<file path="config.mk">
export PLATFORM = sky130hd
export DESIGN_NAME = cpwm3_top
export DESIGN_NICKNAME = d
export VERILOG_FILES = /design/src/rtl/cpwm3_pkg.sv /design/src/rtl/cpwm3_timebase.sv /design/src/rtl/cpwm3_phase.sv /design/src/rtl/cpwm3_top.sv
export SDC_FILE = /design/constraint.sdc
export NUM_CORES = 1
export LEC_CHECK = 0
export BUFFER_PORTS_ARGS = -buffer_cell sky130_fd_sc_hd__clkbuf_2
export CAP_MARGIN = 10
export CORE_UTILIZATION = 28
export CTS_CLUSTER_DIAMETER = 50
export DETAILED_ROUTE_END_ITERATION = 10
export SYNTH_ARGS = -nofsm -noshare
export SYNTH_HDL_FRONTEND = slang
export SYNTH_SLANG_ARGS = --single-unit
</file>
<file path="constraint.sdc">
create_clock -name clk -period 8.5 [get_ports clk]
set_input_delay 0.425 -clock clk [delete_from_list [all_inputs] [get_ports clk]]
set_output_delay 0.425 -clock clk [all_outputs]
set_load 0.02 [all_outputs]
</file>
<file path="src/rtl/cpwm3_pkg.sv">
package cpwm3_pkg;
   localparam int ADDR_W = 4;
   localparam int STAT_W = 5;
   localparam logic [ADDR_W-1:0] A_PERIOD = 4'd0;
   localparam logic [ADDR_W-1:0] A_DEAD   = 4'd1;
   localparam logic [ADDR_W-1:0] A_SYNCW  = 4'd2;
   localparam logic [ADDR_W-1:0] A_MODE   = 4'd3;
   localparam logic [ADDR_W-1:0] A_GATE   = 4'd4;
   localparam logic [ADDR_W-1:0] A_SHDN   = 4'd5;
   localparam int                A_DUTY0  = 8;

   typedef enum logic {DIR_UP = 1'b0, DIR_DN = 1'b1} cdir_t;
endpackage

</file>
<file path="src/rtl/cpwm3_timebase.sv">
module cpwm3_timebase
   import cpwm3_pkg::*;
#(
   parameter int CNT_W   = 16,
   parameter int SW_W    = 8,
   parameter int PER_RST = 16
) (
   input  logic             clk,
   input  logic             rst_n,
   input  logic [CNT_W-1:0] per_i,
   input  logic             dbl_i,
   input  logic [SW_W-1:0]  syncw_i,
   output logic [CNT_W-1:0] cnt_o,
   output logic             down_o,
   output logic             start_o,
   output logic             ld_o,
   output logic             sync_o
);
   cdir_t            dir;
   logic [CNT_W-1:0] cnt;
   logic [CNT_W-1:0] per_act;
   logic [CNT_W-1:0] per_lim;
   logic [SW_W-1:0]  sc;
   logic             last_up;

   // periods below two would collapse the up/down sequence
   assign per_lim = (per_i < CNT_W'(2)) ? CNT_W'(2) : per_i;
   assign start_o = (dir == DIR_DN) && (cnt == '0);
   assign last_up = (dir == DIR_UP) && (cnt == per_act - CNT_W'(1));
   assign ld_o    = start_o | (dbl_i & last_up);

   always_ff @(posedge clk or negedge rst_n) begin
      if (!rst_n) begin
         cnt     <= '0;
         dir     <= DIR_DN;
         per_act <= CNT_W'(PER_RST);
      end else if (start_o) begin
         dir     <= DIR_UP;
         per_act <= per_lim;
      end else if (last_up) begin
         dir     <= DIR_DN;
      end else if (dir == DIR_UP) begin
         cnt     <= cnt + CNT_W'(1);
      end else begin
         cnt     <= cnt - CNT_W'(1);
      end
   end

   always_ff @(posedge clk or negedge rst_n) begin
      if (!rst_n)
         sc <= '0;
      else if (ld_o)
         sc <= (syncw_i == '0) ? SW_W'(1) : syncw_i;
      else if (sc != '0)
         sc <= sc - SW_W'(1);
   end

   assign cnt_o  = cnt;
   assign down_o = (dir == DIR_DN);
   assign sync_o = (sc != '0);
endmodule

</file>
<file path="src/rtl/cpwm3_phase.sv">
module cpwm3_phase #(
   parameter int CNT_W = 16,
   parameter int DT_W  = 8,
   parameter bit CHOP  = 1'b1
) (
   input  logic             clk,
   input  logic             rst_n,
   input  logic [CNT_W-1:0] cnt_i,
   input  logic             ld_i,
   input  logic [CNT_W-1:0] duty_i,
   input  logic [DT_W:0]    dt2_i,
   input  logic             en_i,
   input  logic             pol_i,
   input  logic             sr_i,
   input  logic             carrier_i,
   input  logic             chop_hi_i,
   input  logic             chop_lo_i,
   output logic             hi_o,
   output logic             lo_o
);
   localparam logic [DT_W:0] RUN_MAX = '1;

   logic [CNT_W-1:0] duty_act;
   logic             ideal;
   logic             ideal_q;
   logic [DT_W:0]    run_q;
   logic [DT_W:0]    run_eff;
   logic             first;
   logic             settled;
   logic             hi_a;
   logic             lo_a;
   logic             hi_c;
   logic             lo_c;

   always_ff @(posedge clk or negedge rst_n) begin
      if (!rst_n)
         duty_act <= '0;
      else if (ld_i)
         duty_act <= duty_i;
   end

   // centered window: high side wanted while the timer is below the duty
   assign ideal   = (cnt_i < duty_act);
   assign first   = (ideal != ideal_q);
   assign run_eff = first ? '0 : run_q;
   assign settled = (run_eff >= dt2_i);

   always_ff @(posedge clk or negedge rst_n) begin
      if (!rst_n) begin
         ideal_q <= 1'b0;
         run_q   <= '0;
      end else begin
         ideal_q <= ideal;
         if (first)
            run_q <= (DT_W+1)'(1);
         else if (run_q != RUN_MAX)
            run_q <= run_q + (DT_W+1)'(1);
      end
   end

   assign hi_a = ideal & settled;
   assign lo_a = sr_i ? hi_a : (~ideal & settled);

   if (CHOP) begin : g_chop
      assign hi_c = hi_a & (~chop_hi_i | carrier_i);
      assign lo_c = lo_a & (~chop_lo_i | carrier_i);
   end else begin : g_plain
      assign hi_c = hi_a;
      assign lo_c = lo_a;
   end

   assign hi_o = pol_i ? (hi_c & en_i) : ~(hi_c & en_i);
   assign lo_o = pol_i ? (lo_c & en_i) : ~(lo_c & en_i);
endmodule

</file>
<file path="src/rtl/cpwm3_top.sv">
module cpwm3_top
   import cpwm3_pkg::*;
#(
   parameter int CNT_W   = 16,
   parameter int DATA_W  = 16,
   parameter int DT_W    = 8,
   parameter int SW_W    = 8,
   parameter int NPH     = 3,
   parameter int PER_RST = 16,
   parameter bit CHOP_EN = 1'b1
) (
   input  logic                clk,
   input  logic                rst_n,
   input  logic                wr_en,
   input  logic [ADDR_W-1:0]   wr_addr,
   input  logic [DATA_W-1:0]   wr_data,
   input  logic [ADDR_W-1:0]   rd_addr,
   output logic [DATA_W-1:0]   rd_data,
   input  logic                trip_i,
   input  logic                pol_i,
   input  logic                sr_n_i,
   output logic [NPH-1:0]      hi_o,
   output logic [NPH-1:0]      lo_o,
   output logic                sync_o,
   output logic [STAT_W-1:0]   status_o
);
   localparam int CHOP_W = 8;

   if (CNT_W < 4 || CNT_W > DATA_W) begin : g_bad_cnt
      $error("CNT_W must be between 4 and DATA_W");
   end
   if (DATA_W < 16) begin : g_bad_data
      $error("DATA_W must be at least 16");
   end
   if (DT_W < 1 || DT_W >= DATA_W || SW_W < 1 || SW_W > DATA_W) begin : g_bad_dt
      $error("DT_W and SW_W out of range");
   end
   if (NPH < 1 || NPH > 8) begin : g_bad_nph
      $error("NPH must be 1 to 8");
   end
   if (PER_RST < 2 || PER_RST >= (1 << CNT_W)) begin : g_bad_per
      $error("PER_RST out of range");
   end

   logic [DATA_W-1:0] per_r, dead_r, syncw_r, mode_r, gate_r, shdn_r;
   logic [DATA_W-1:0] duty_r [NPH];
   logic              trip_lat;
   logic              run;
   logic              en;
   logic [CNT_W-1:0]  cnt;
   logic              down;
   logic              start;
   logic              ld;
   logic              carrier;
   logic [DT_W:0]     dt2;

   always_ff @(posedge clk or negedge rst_n) begin
      if (!rst_n) begin
         per_r   <= DATA_W'(PER_RST);
         dead_r  <= '0;
         syncw_r <= '0;
         mode_r  <= '0;
         gate_r  <= '0;
         shdn_r  <= '0;
         for (int i = 0; i < NPH; i++) duty_r[i] <= '0;
      end else if (wr_en) begin
         case (wr_addr)
            A_PERIOD: per_r   <= wr_data;
            A_DEAD:   dead_r  <= wr_data;
            A_SYNCW:  syncw_r <= wr_data;
            A_MODE:   mode_r  <= wr_data;
            A_GATE:   gate_r  <= wr_data;
            A_SHDN:   shdn_r  <= wr_data;
            default: begin
               for (int i = 0; i < NPH; i++)
                  if (wr_addr == ADDR_W'(A_DUTY0 + i)) duty_r[i] <= wr_data;
            end
         endcase
      end
   end

   always_comb begin
      rd_data = '0;
      case (rd_addr)
         A_PERIOD: rd_data = per_r;
         A_DEAD:   rd_data = dead_r;
         A_SYNCW:  rd_data = syncw_r;
         A_MODE:   rd_data = mode_r;
         A_GATE:   rd_data = gate_r;
         A_SHDN:   rd_data = shdn_r;
         default: begin
            for (int i = 0; i < NPH; i++)
               if (rd_addr == ADDR_W'(A_DUTY0 + i)) rd_data = duty_r[i];
         end
      endcase
   end

   // trip is held until software releases it with a zero in bit 0
   always_ff @(posedge clk or negedge rst_n) begin
      if (!rst_n)
         trip_lat <= 1'b0;
      else if (trip_i)
         trip_lat <= 1'b1;
      else if (wr_en && wr_addr == A_SHDN && !wr_data[0])
         trip_lat <= 1'b0;
   end

   always_ff @(posedge clk or negedge rst_n) begin
      if (!rst_n)
         run <= 1'b0;
      else if (trip_i || trip_lat || shdn_r[0])
         run <= 1'b0;
      else if (start)
         run <= 1'b1;
   end

   assign en  = run & ~trip_i & ~shdn_r[0];
   assign dt2 = {dead_r[DT_W-1:0], 1'b0};

   cpwm3_timebase #(
      .CNT_W   (CNT_W),
      .SW_W    (SW_W),
      .PER_RST (PER_RST)
   ) u_tb (
      .clk     (clk),
      .rst_n   (rst_n),
      .per_i   (per_r[CNT_W-1:0]),
      .dbl_i   (mode_r[0]),
      .syncw_i (syncw_r[SW_W-1:0]),
      .cnt_o   (cnt),
      .down_o  (down),
      .start_o (start),
      .ld_o    (ld),
      .sync_o  (sync_o)
   );

   if (CHOP_EN) begin : g_carrier
      logic [CHOP_W-1:0] cc;
      logic              car;
      always_ff @(posedge clk or negedge rst_n) begin
         if (!rst_n) begin
            cc  <= '0;
            car <= 1'b0;
         end else if (cc >= gate_r[15:8]) begin
            cc  <= '0;
            car <= ~car;
         end else begin
            cc  <= cc + CHOP_W'(1);
         end
      end
      assign carrier = car;
   end else begin : g_no_carrier
      assign carrier = 1'b1;
   end

   for (genvar p = 0; p < NPH; p++) begin : g_ph
      cpwm3_phase #(
         .CNT_W (CNT_W),
         .DT_W  (DT_W),
         .CHOP  (CHOP_EN)
      ) u_ph (
         .clk       (clk),
         .rst_n     (rst_n),
         .cnt_i     (cnt),
         .ld_i      (ld),
         .duty_i    (duty_r[p][CNT_W-1:0]),
         .dt2_i     (dt2),
         .en_i      (en),
         .pol_i     (pol_i),
         .sr_i      (~sr_n_i),
         .carrier_i (carrier),
         .chop_hi_i (gate_r[0]),
         .chop_lo_i (gate_r[1]),
         .hi_o      (hi_o[p]),
         .lo_o      (lo_o[p])
      );
   end

   assign status_o = {~run, down, sr_n_i, pol_i, trip_i};
endmodule

</file>
==> summary.md, run 1 <==
| Metric | Value |
|---|---|
| Status | finished clean |
| CP peak stage delay | 0.87 ns |
| Worst Path Required | 8.08 ns |
| Die W | around 230 um |
| Die height | 235 um |
| H-tree depth | 2 |
| Met3 routed WL | 1.68 mm |
| Pin count of the biggest net entering global routing | 167 |
| Power density cells | roughly 220 nW/um^2 |
| Fin nets | 1601 |
| Fmax | 175 MHz |
| Final hold slack | 0.108 ns |
| RSZ-0062 raised after global routing | no |
| Max VDD drop | just over 0.0002 V |
| Area added between synthesis and finish | 15.2% |
| Register bit total from synthesis | 274 |
| Clock Latency Late Sink | between 0.5 and 0.6 ns |
| Slew @ Worst Pin | between 1 and 1.5 ns |
| Drt first pass iters | 7 |
| Number of flops mapped to enable cells by yosys | 0 |
| Pleak | 7.75 nW |
| Crit end category | primary output |
| Worst path cell trace | ha_1 -> a2111oi_0 -> nor4_1 -> o31ai_1 -> a31o_2 -> xor2_1 -> nor2b_1 -> ha_1 -> nor2b_1 -> o21a_1 -> o21ai_0 -> nand2b_1 -> a211oi_1 -> o21ai_0 -> o21ai_0 -> xor2_1 -> clkbuf_2 |
| FFs w/ async S/R, synth | 100% |
| Buf+Inv Stages, Crit Path | 1 |
| HPWL after DPL | 29.1 mm |
| Tcrit/Tclk final | 67.3% |
| Critical Path AT | 5.29 ns |
| I/O pin cnt | between 50 and 60 |
| Setup violations, final | 0 |
| Crit path max-delay family | compound AO/OA/AOI/OAI gates |
| FP Rows | 84 |
| Via Count | 11000 |
| Routed wl met2 | 18.6 mm |
| Remaining antenna violation count | 0 |
| Synthesis warning total | 0 |
| Worst Path Max Fanout | 17 |
| Post-layout min period | ~5.7 ns |
| Initial core utilization | around 29% |
| Max-slew violations | 0 |
| Final WL | 40.6 mm |
| Vias in the first global route | 11100 |
| Worst setup path category | reg -> out |
| Gpl congestion | 0.830 |
| Die area | 55000 um^2 |
| Pre-CTS setup slack | 3.31 ns |
| Gr ovfl total | 0 |
| Max_cap viols | 0 |
| CTS Buffer Depth | 3 |
| PortBufs | between 50 and 60 |
| Slowest stage cell, crit path | xor2_1 |
| Worst rel slew slack | 27.0% |
| DRC errors left | 0 |
| Post-Syn Instances | 1422 |
| Share of cells above drive strength 1 | between 20% and 30% |
| Post-Synthesis Cell Area | approximately 15000 um^2 |
| Cts bufs inserted | 37 |
| Worst Clk Skew | ~0.030 ns |
| Top sig layer | met4 |
| CTS tree | yes |
| Most used cell, CP | o21ai_0 |
| Global-route wire length before repair | approximately 65 mm |
| Top FF cell, synth | dfrtp_1 |
| Hold Crit Class | in -> reg |
| Hold Fails Final Rpt | 0 |
| Antenna cells | 0 |
| Seq/Total Area, Yosys | between 40 and 50% |
| Iter 0 DRT Violations | about 630 |
| Total GRT Usage | 14.9% |
| Via/cell ratio | 5.03 |
| Crit path launch type | flop |
| Clk sinks | about 270 |
| DR WL/cell | roughly 19 um |
| Root buffer cell | clkbuf_16 |
| Overall power | 3.76 mW |
| PnR worst setup slack | 2.78 ns |
| Mapped Avg Cell Area | between 10 and 15 um^2 |
| Initial antenna violation count | 0 |
| Setup TNS | 0 ns |
| Unique masters post-synth | 74 |
| Syn nets | 1553 |
| Core box area | 53000 um^2 |
| Clock transition at the registers of the reported paths | ~0.060 ns |
| Post-CTS Setup Inserts | 0 |
| Met1 WL | 19.2 mm |
==> final timing paths <==
check / start / end / slack (ns) / cells after the start
worst max-delay path: u_tb.cnt_o[1]$_DFFE_PN0P_ / lo_o[0] / 2.78 / 17
worst min register to register: trip_lat$_DFFE_PN0P_ / run$_DFFE_PN0P_ / 0.44 / 1
min in group asynchronous: rst_n / g_ph[1].u_ph.run_q[3]$_DFFE_PN0P_ / 0.52 / 2
worst max register to register: u_tb.per_act[0]$_DFFE_PN0P_ / u_tb.sc[7]$_DFFE_PN0P_ / 4.28 / 11
worst min-delay path: trip_i / run$_DFFE_PN0P_ / 0.11 / 2
max in group asynchronous: rst_n / duty_r[13]$_DFFE_PN0P_ / 6.49 / 3
==> cell usage in the layout, fill, tap and decap left out, types with 39 or more instances in the layout <==
cell type / count
ha_1: 100
clkbuf_2: 56
inv_1: 86
dfrtp_1: 271
a22oi_1: 49
nor2_1: 85
mux2_2: 154
clkbuf_16: 39
o21ai_0: 70
nand2_1: 99
xor2_1: 39
a21oi_1: 45
==> synthesized netlist by cell type, drive strengths merged (32+ instances only) <==
| library cell | n | share of area, % |
|---|---|---|
| xnor2 | 37 | 2.1 |
| nand2 | 100 | 2.5 |
| a21oi | 45 | 1.5 |
| o21ai | 91 | 3.0 |
| buf | 32 | 1.4 |
| a22oi | 49 | 2.4 |
| nor2 | 85 | 2.1 |
| mux2 | 158 | 12 |
| dfrtp | 271 | 45 |
| inv | 86 | 2.1 |
| ha | 100 | 8.3 |
| xor2 | 39 | 2.3 |
==> sequential cells by signal (all words and copies together) (netlist names) <==
name	cells
mode_r	16
u_tb.cnt_o	16
syncw_r	16
shdn_r	16
u_tb.sc	8
g_ph.u_ph.run_q	27
duty_r	48
dead_r	16
u_tb.down_o	1
u_tb.per_act	16
per_r	16
carrier	1
run	1
g_carrier.cc	8
g_ph.u_ph.duty_act	48
trip_lat	1
g_ph.u_ph.ideal_q	3
gate_r	16
==> where the power goes <==
part | internal, mW | leakage, nW | total (mW) | switching [mW]
logic | 0.233 | 3.62 | 0.482 | 0.249
clock network | 1.02 | 0.635 | 1.64 | 0.622
registers | 1.48 | 3.50 | 1.63 | 0.152
total | 2.73 | 7.75 | 3.76 | 1.02
==> worst reg2reg max path, stage by stage, from the launching register on <==
cell	delay (ns)
dfrtp_1	0.48
inv_1	0.09
ha_1	0.24
nor3b_1	0.57
and2_1	0.32
a31oi_1	0.11
a2111oi_0	0.39
o2111ai_1	0.17
buf_4	0.20
o31ai_4	0.29
buf_4	0.78
mux2_1	0.45
==> metal layers <==
layer  global-route usage [%]  vias up
li1                         -     5206
met1                     20.2     5524
met3                     2.84       51
met5                        0        -
met2                     23.5      221
met4                     5.08        0
==> repair_timing <==
action,in CTS,in global routing
endpoints found under the hold margin,21,0
gates resized for setup,0,0
hold buffers,1,0
==> kinds of logic after synthesis <==
logic type	Yosys count	synth area share (%)
muxes	184	13.5
DFF	274	45.3
and+or+nand+nor	348	11.5
AOI/OAI and AO/OA	290	12.7
xor gates and xnor gates	76	4.39
adders and majority gates	101	8.39
buffers and inverters	149	4.29
==> per-stage QoR <==
stage | instance area (um^2) | std cells | util (%)
CTS | 17500 | 2186 | 33.0
detailed placement | 16100 | 2118 | 30.5
finish | 17500 | 2186 | 33.0
global placement | 16100 | 2118 | 30.5
global route | 17500 | 2186 | 33.0
floorplan | 15100 | 1422 | -
==> area by class of cell <==
class | count | area (um^2)
clock buffers | 51 | 1070
clock inverters | 16 | 229
fillers | 5400 | 35500
inverters | 87 | 327
multi-input cells | 999 | 7690
flip-flops and latches | 274 | 6860
well taps | 688 | 861
repair buffers | 71 | 415
Power figures use the tool's default switching activity.
==> run 2, diff against run 1 <==
==> constraint.sdc (replaced) <==
create_clock -name clk -period 5.96 [get_ports clk]
set_input_delay 0.298 -clock clk [delete_from_list [all_inputs] [get_ports clk]]
set_output_delay 0.298 -clock clk [all_outputs]
set_load 0.02 [all_outputs]
==> run 2 against run 1 <==
Effect of this change: clock skew decreased by 0.012 ns; sequential share of layout area increased by 0.30 points; critical path type unchanged; largest power group is now sequential cells; clock power increased by 29%; via count up 0.93%; critical path depth is 1 higher.
==> summary.md, run 2 (same netlist as run 1, synthesis figures left out) <==
| Metric | Value |
|---|---|
| Initial antenna violation count | 0 |
| Overall power | 5.14 mW |
| Met1 WL | between 15 and 20 mm |
| Hold Fails Final Rpt | 0 |
| Core box area | 53000 um^2 |
| Worst Clk Skew | 0.0175 ns |
| H-tree depth | 2 |
| DRC errors left | 0 |
| Share of cells above drive strength 1 | ~20% |
| CTS Buffer Depth | 3 |
| CP Capture Point | lo_o[0] |
| HPWL after DPL | 28.8 mm |
| Fmax | 186 MHz |
| Critical Path AT | 5.09 ns |
| Multi-input combinational cell area | 7690 um^2 |
| Worst Path Max Fanout | 17 |
| Max-slew violations | 0 |
| Clock transition at the registers of the reported paths | 0.06 ns |
| Worst path cell trace | ha_1 -> a2111oi_0 -> nor4_1 -> o31ai_1 -> a31o_2 -> xor2_1 -> buf_4 -> nor2b_1 -> ha_1 -> nor2b_1 -> o21a_1 -> o21ai_0 -> nand2b_1 -> a211oi_1 -> o21ai_0 -> o21ai_0 -> xor2_1 -> clkbuf_2 |
| Final Non-Filler Cells | 2185 |
| Seq. cell area | roughly 6900 um^2 |
| Initial core utilization | 28.6% |
| Finished layout cell area | 17300 um^2 |
| Iter 0 DRT Violations | 783 |
| Remaining antenna violation count | 0 |
| Clock Latency Late Sink | 0.53 ns |
| Hold Crit Class | in -> reg |
| Tcrit/Tclk final | 90.3% |
| I/O pin cnt | 58 |
| Regs by FF count | duty_r: 48 flops, g_ph.u_ph.duty_act: 48 flops, g_ph.u_ph.run_q: 27 flops |
| Most used cell, CP | o21ai_0 |
| R2r worst-path depth | 9 |
| Post-layout min period | 5.38 ns |
| Antenna cells | 0 |
| CP peak stage delay | roughly 0.62 ns |
| Setup violations, final | 0 |
| Vias in the first global route | 11100 |
| Via/cell ratio | approximately 5.1 |
| Cts bufs inserted | 37 |
| Routed wl met2 | 18.3 mm |
| Crit path launch type | flop |
| Worst Path Required | ~5.7 ns |
| Dpl cell area | 16200 um^2 |
| Worst rel slew slack | 28.7% |
| Fin util | 32.7% |
| Die W | 235 um |
| Via Count | roughly 11000 |
| Worst R2R End | u_tb.cnt_o[4]$_DFFE_PN0P_ |
| Setup TNS | 0 ns |
| Die height | between 200 and 250 um |
| Slew @ Worst Pin | 1.07 ns |
| Flop2flop setup slack | ~1.7 ns |
| Hold Crit Depth | 2 |
| Pleak | slightly below 8 nW |
| Global-route wire length before repair | 64.2 mm |
| Fin nets | 1602 |
| Commonest non-fill, non-tap cells in the layout | 271 x dfrtp_1, 154 x mux2_2, 100 x ha_1 |
| RSZ-0062 raised after global routing | no |
| Crit end category | primary output |
| Pre-CTS setup slack | 1.20 ns |
| Crit path from | u_tb.cnt_o[1]$_DFFE_PN0P_ |
| WP depth | 18 |
| Final WL | slightly above 40 mm |
| Post-CTS Setup Inserts | 0 |
| Total GRT Usage | between 10 and 15% |
| Final hold slack | 0.0256 ns |
| Root buffer cell | clkbuf_16 |
| Crit path max-delay family | compound AO/OA/AOI/OAI gates |
| Max_cap viols | 0 |
| Met3 routed WL | 1.67 mm |
| Gpl congestion | 0.847 |
| Worst setup path category | reg -> out |
| Pin count of the biggest net entering global routing | 189 |
| Area added between synthesis and finish | 14.4% |
| Max VDD drop | 0.000221 V |
| CTS tree | yes |
| PnR worst setup slack | 0.575 ns |
| Power density cells | 297 nW/um^2 |
| Top sig layer | met4 |
| Die area | 55000 um^2 |
| Buf+Inv Stages, Crit Path | 2 |
| DR WL/cell | 18.5 um |
| Reg2reg start | u_tb.per_act[0]$_DFFE_PN0P_ |
| Clk sinks | ~270 |
| PortBufs | 57 |
| Fillcell total | 5393 |
| FP Rows | 84 |
| Cells after DPL | 2119 |
| Status | finished clean |
| Slowest stage cell, crit path | a2111oi_0 |
| Drt first pass iters | 5 |
| Gr ovfl total | 0 |
| Commonest non-fill, non-tap cell in the layout | dfrtp_1 |
run 2: cell types whose count changed in the layout (fill, tap and decap cells not counted), moves of 2 or more:
| cell | previous run | this run |
|---|---|---|
| clkbuf_1 | 7 | 11 |
| bufinv_16 | 4 | 2 |
| clkbuf_16 | 39 | 37 |
| clkinv_2 | 2 | 4 |
| clkinv_4 | 1 | 3 |
| inv_6 | 5 | 3 |
| inv_8 | 2 | 0 |
run 2: layer usage:
metal	global-route usage, %	vias to the layer above
li1	-	5224
met1	20.5	5574
met2	23.3	243
met3	2.03	63
met4	4.86	0
met5	0	-
run 2: layout make-up:
type / count / share of cell area (%)
Multi-Input combinational cell: 999 / 44.4
Sequential cell: 274 / 39.6
Clock buffer: 52 / 5.90
Tap cell: 688 / 4.97
Timing Repair Buffer: 72 / 2.44
Inverter: 87 / 1.88
Clock inverter: 13 / 0.809
run 2: worst min path at each step:
stage	start	end	slack, ns
4_1_cts	trip_i	run$_DFFE_PN0P_	0.02
2_1_floorplan	rst_n	carrier$_DFFE_PN0N_	0.002
6_report	trip_i	run$_DFFE_PN0P_	0.03
3_5_place_dp	rst_n	g_ph[2].u_ph.run_q[5]$_DFFE_PN0P_	0.38
5_1_grt	trip_i	run$_DFFE_PN0P_	0.03
3_3_place_gp	rst_n	g_ph[2].u_ph.run_q[7]$_DFFE_PN0P_	0.37
run 2: what timing repair did:
| item | in CTS | in global routing |
|---|---|---|
| endpoints found under the hold margin | 85 | 0 |
| hold buffers | 1 | 0 |
| resized for setup | 0 | 0 |
run 2: report_power, final:
group / internal [mW] / switching [mW] / leakage (nW) / total [mW]
combinational: 0.333 / 0.358 / 3.63 / 0.691
sequential: 2.11 / 0.218 / 3.50 / 2.33
clock: 1.29 / 0.832 / 0.568 / 2.12
==> run 3, diff against run 2 <==
--- a/config.mk
+++ b/config.mk
@@ -10,6 +10,8 @@
 export CORE_UTILIZATION = 28
 export CTS_CLUSTER_DIAMETER = 50
 export DETAILED_ROUTE_END_ITERATION = 10
+export GPL_TIMING_DRIVEN = 0
+export MAX_ROUTING_LAYER = met4
 export SYNTH_ARGS = -nofsm -noshare
 export SYNTH_HDL_FRONTEND = slang
 export SYNTH_SLANG_ARGS = --single-unit
==> constraint.sdc (replaced) <==
create_clock -name clk -period 5.96 [get_ports clk]
set_input_delay 0 -clock clk [delete_from_list [all_inputs] [get_ports clk]]
set_output_delay 0 -clock clk [all_outputs]
set_load 0.02 [all_outputs]
==> run 3 against run 2 <==
Effect of this change: setup slack better by 0.0064 ns; wire length is 2.9% higher; combinational power is 3.8% higher; design area is 2.9% higher; die area stayed put; critical path depth is 1 higher; clock skew is 0.0045 ns higher; clock-buffer cell count is 5 lower.
==> summary.md, run 3 (same netlist as run 1, synthesis figures left out) <==
| Metric | Value |
|---|---|
| Worst setup path category | reg -> out |
| Post-CTS Setup Inserts | 0 |
| FP Rows | 84 |
| Setup violations, final | 0 |
| Share of cells above drive strength 1 | 19.9% |
| Met3 routed WL | 2.13 mm |
| Total GRT Usage | 15.6% |
| Die height | 235 um |
| Clk sinks | 274 |
| Slowest stage cell, crit path | nor4_1 |
| Fillcell total | 5311 |
| Worst rel slew slack | around 30% |
| Gpl congestion | 0.853 |
| Worst path cell trace | ha_1 -> nand4_1 -> nor4_1 -> o31ai_1 -> a31o_2 -> xor2_2 -> clkbuf_1 -> nand2b_1 -> ha_1 -> nor2b_1 -> o21a_1 -> o21ai_0 -> nand2b_1 -> a211oi_1 -> o21ai_0 -> o21ai_0 -> xor2_1 -> buf_4 -> clkbuf_2 |
| Global-route wire length before repair | 65.9 mm |
| Fin util | between 30% and 40% |
| Commonest non-fill, non-tap cells in the layout | 271 x dfrtp_1, 154 x mux2_2, 100 x ha_1 |
| Antenna cells | 0 |
| Fmax | 186 MHz |
| Hold Fails Final Rpt | 0 |
| Core box area | 53000 um^2 |
| Crit end category | primary output |
| Iter 0 DRT Violations | 859 |
| Initial antenna violation count | 1 |
| Clock transition at the registers of the reported paths | 0.05 ns |
| Most used cell, CP | o21ai_0 |
| Initial core utilization | about 29% |
| HPWL after DPL | 30.7 mm |
| PortBufs | 55 |
| Met1 WL | 19.1 mm |
| Max-slew violations | 0 |
| Hold Crit Class | in -> async |
| Via/cell ratio | 5.03 |
| Worst R2R End | g_ph[2].u_ph.duty_act[4]$_DFFE_PN0N_ |
| DR WL/cell | 18.4 um |
| Drt first pass iters | 5 |
| CTS tree | yes |
| Crit path from | u_tb.cnt_o[10]$_DFFE_PN0P_ |
| Final Non-Filler Cells | 2258 |
| Cells after DPL | 2170 |
| R2r worst-path depth | 10 |
| Max_cap viols | 0 |
| Via Count | 11400 |
| Final WL | approximately 42 mm |
| Fin nets | 1675 |
| Slew @ Worst Pin | 1.05 ns |
| Crit path launch type | flop |
| Tcrit/Tclk final | between 90% and 100% |
| Remaining antenna violation count | 0 |
| Vias in the first global route | roughly 11000 |
| Setup TNS | 0 ns |
| Commonest non-fill, non-tap cell in the layout | dfrtp_1 |
| Reg2reg start | u_tb.per_act[0]$_DFFE_PN0P_ |
| Seq. cell area | between 6000 and 7000 um^2 |
| Flop2flop setup slack | 2.01 ns |
| I/O pin cnt | 58 |
| Critical Path AT | 5.38 ns |
| Top sig layer | met4 |
| Area added between synthesis and finish | 17.7% |
| Status | finished clean |
| CP peak stage delay | approximately 0.70 ns |
| Post-layout min period | 5.38 ns |
| Power density cells | a little under 300 nW/um^2 |
| RSZ-0062 raised after global routing | no |
| Cts bufs inserted | 36 |
| Pleak | 7.95 nW |
| Multi-input combinational cell area | 7650 um^2 |
| Clock Latency Late Sink | about 0.53 ns |
| Worst Path Max Fanout | 10 |
| Pin count of the biggest net entering global routing | 104 |
| H-tree depth | 2 |
| Worst Clk Skew | 0.0220 ns |
| Die area | 55000 um^2 |
| Regs by FF count | duty_r: 48 flops, g_ph.u_ph.duty_act: 48 flops, g_ph.u_ph.run_q: 27 flops |
| Die W | 235 um |
| CTS Buffer Depth | 3 |
| Gr ovfl total | 0 |
| Worst Path Required | 5.96 ns |
| Routed wl met2 | 19.2 mm |
| DRC errors left | 0 |
| Max VDD drop | 0.000185 V |
| Root buffer cell | clkbuf_16 |
-- run 3: cell count changes in the layout (fill, tap and decap cells not counted), moves of 3 or more --
| cell | change |
|---|---|
| buf_1 | +9 |
| buf_16 | +3 |
| buf_2 | +8 |
| buf_6 | +5 |
| clkbuf_1 | +23 |
| dlygate4sd3_1 | +20 |
| inv_6 | +3 |
-- run 3: area by class of cell --
class	instances	area share, %
Inverter	87	1.83
Timing Repair Buffer	84	3.39
Buffer	62	1.82
Multi-Input combinational cell	999	42.9
Tap cell	688	4.83
Clock buffer	47	5.63
Sequential cell	274	38.5
Clock inverter	17	1.14
-- run 3: worst max-delay path by stage --
stage,endpoint,slack [ns]
after floorplan,hi_o[1],2.04
after global placement,u_tb.sc[4]$_DFFE_PN0P_,-0.94
after detailed placement,lo_o[0],0.88
after CTS,lo_o[0],0.31
after global routing,lo_o[0],0.10
final,lo_o[0],0.58
-- run 3: report_power, final --
group          leakage [nW]  switching [mW]  internal, mW
Sequential             3.50           0.231          2.11
Combinational          3.85           0.367         0.349
Clock                 0.597           0.862          1.34
Total                  7.95            1.46          3.80
-- run 3: routing by layer --
layer	global-route usage (%)	vias up
li1	-	5353
met1	20.6	5638
met2	24.7	297
met3	2.40	62
met4	4.63	0
met5	-	-
-- run 3: through the flow --
| stage | setup slack [ns] | hold slack (ns) | power, mW | cell area [um^2] |
|---|---|---|---|---|
| after floorplan | 2.04 | -0.296 | 2.76 | 15100 |
| after global placement | -0.942 | 0.224 | 3.04 | 16300 |
| after detailed placement | 0.883 | 0.116 | 3.08 | 16400 |
| after CTS | 0.308 | 0.0569 | 5.30 | 17800 |
| after global routing | 0.103 | 0.145 | 5.49 | 17800 |
| final | 0.582 | 0.115 | 5.26 | 17800 |
-- run 3: worst max-delay path, delay by kind of cell, from the launching register on --
family | cells | cell delay, ns
and+or+nand+nor | 5 | 1.14
adders and majority gates | 2 | 0.57
AOI/OAI and AO/OA | 7 | 1.40
xor gates and xnor gates | 2 | 0.51
DFF | 1 | 0.56
buffers and inverters | 3 | 0.65
-- run 3: repair_timing --
action | CTS | global route
hold buffers | 19 | 2
gates resized for setup | 0 | 3
setup endpoints to repair | 0 | 3
endpoints found under the hold margin | 241 | 2
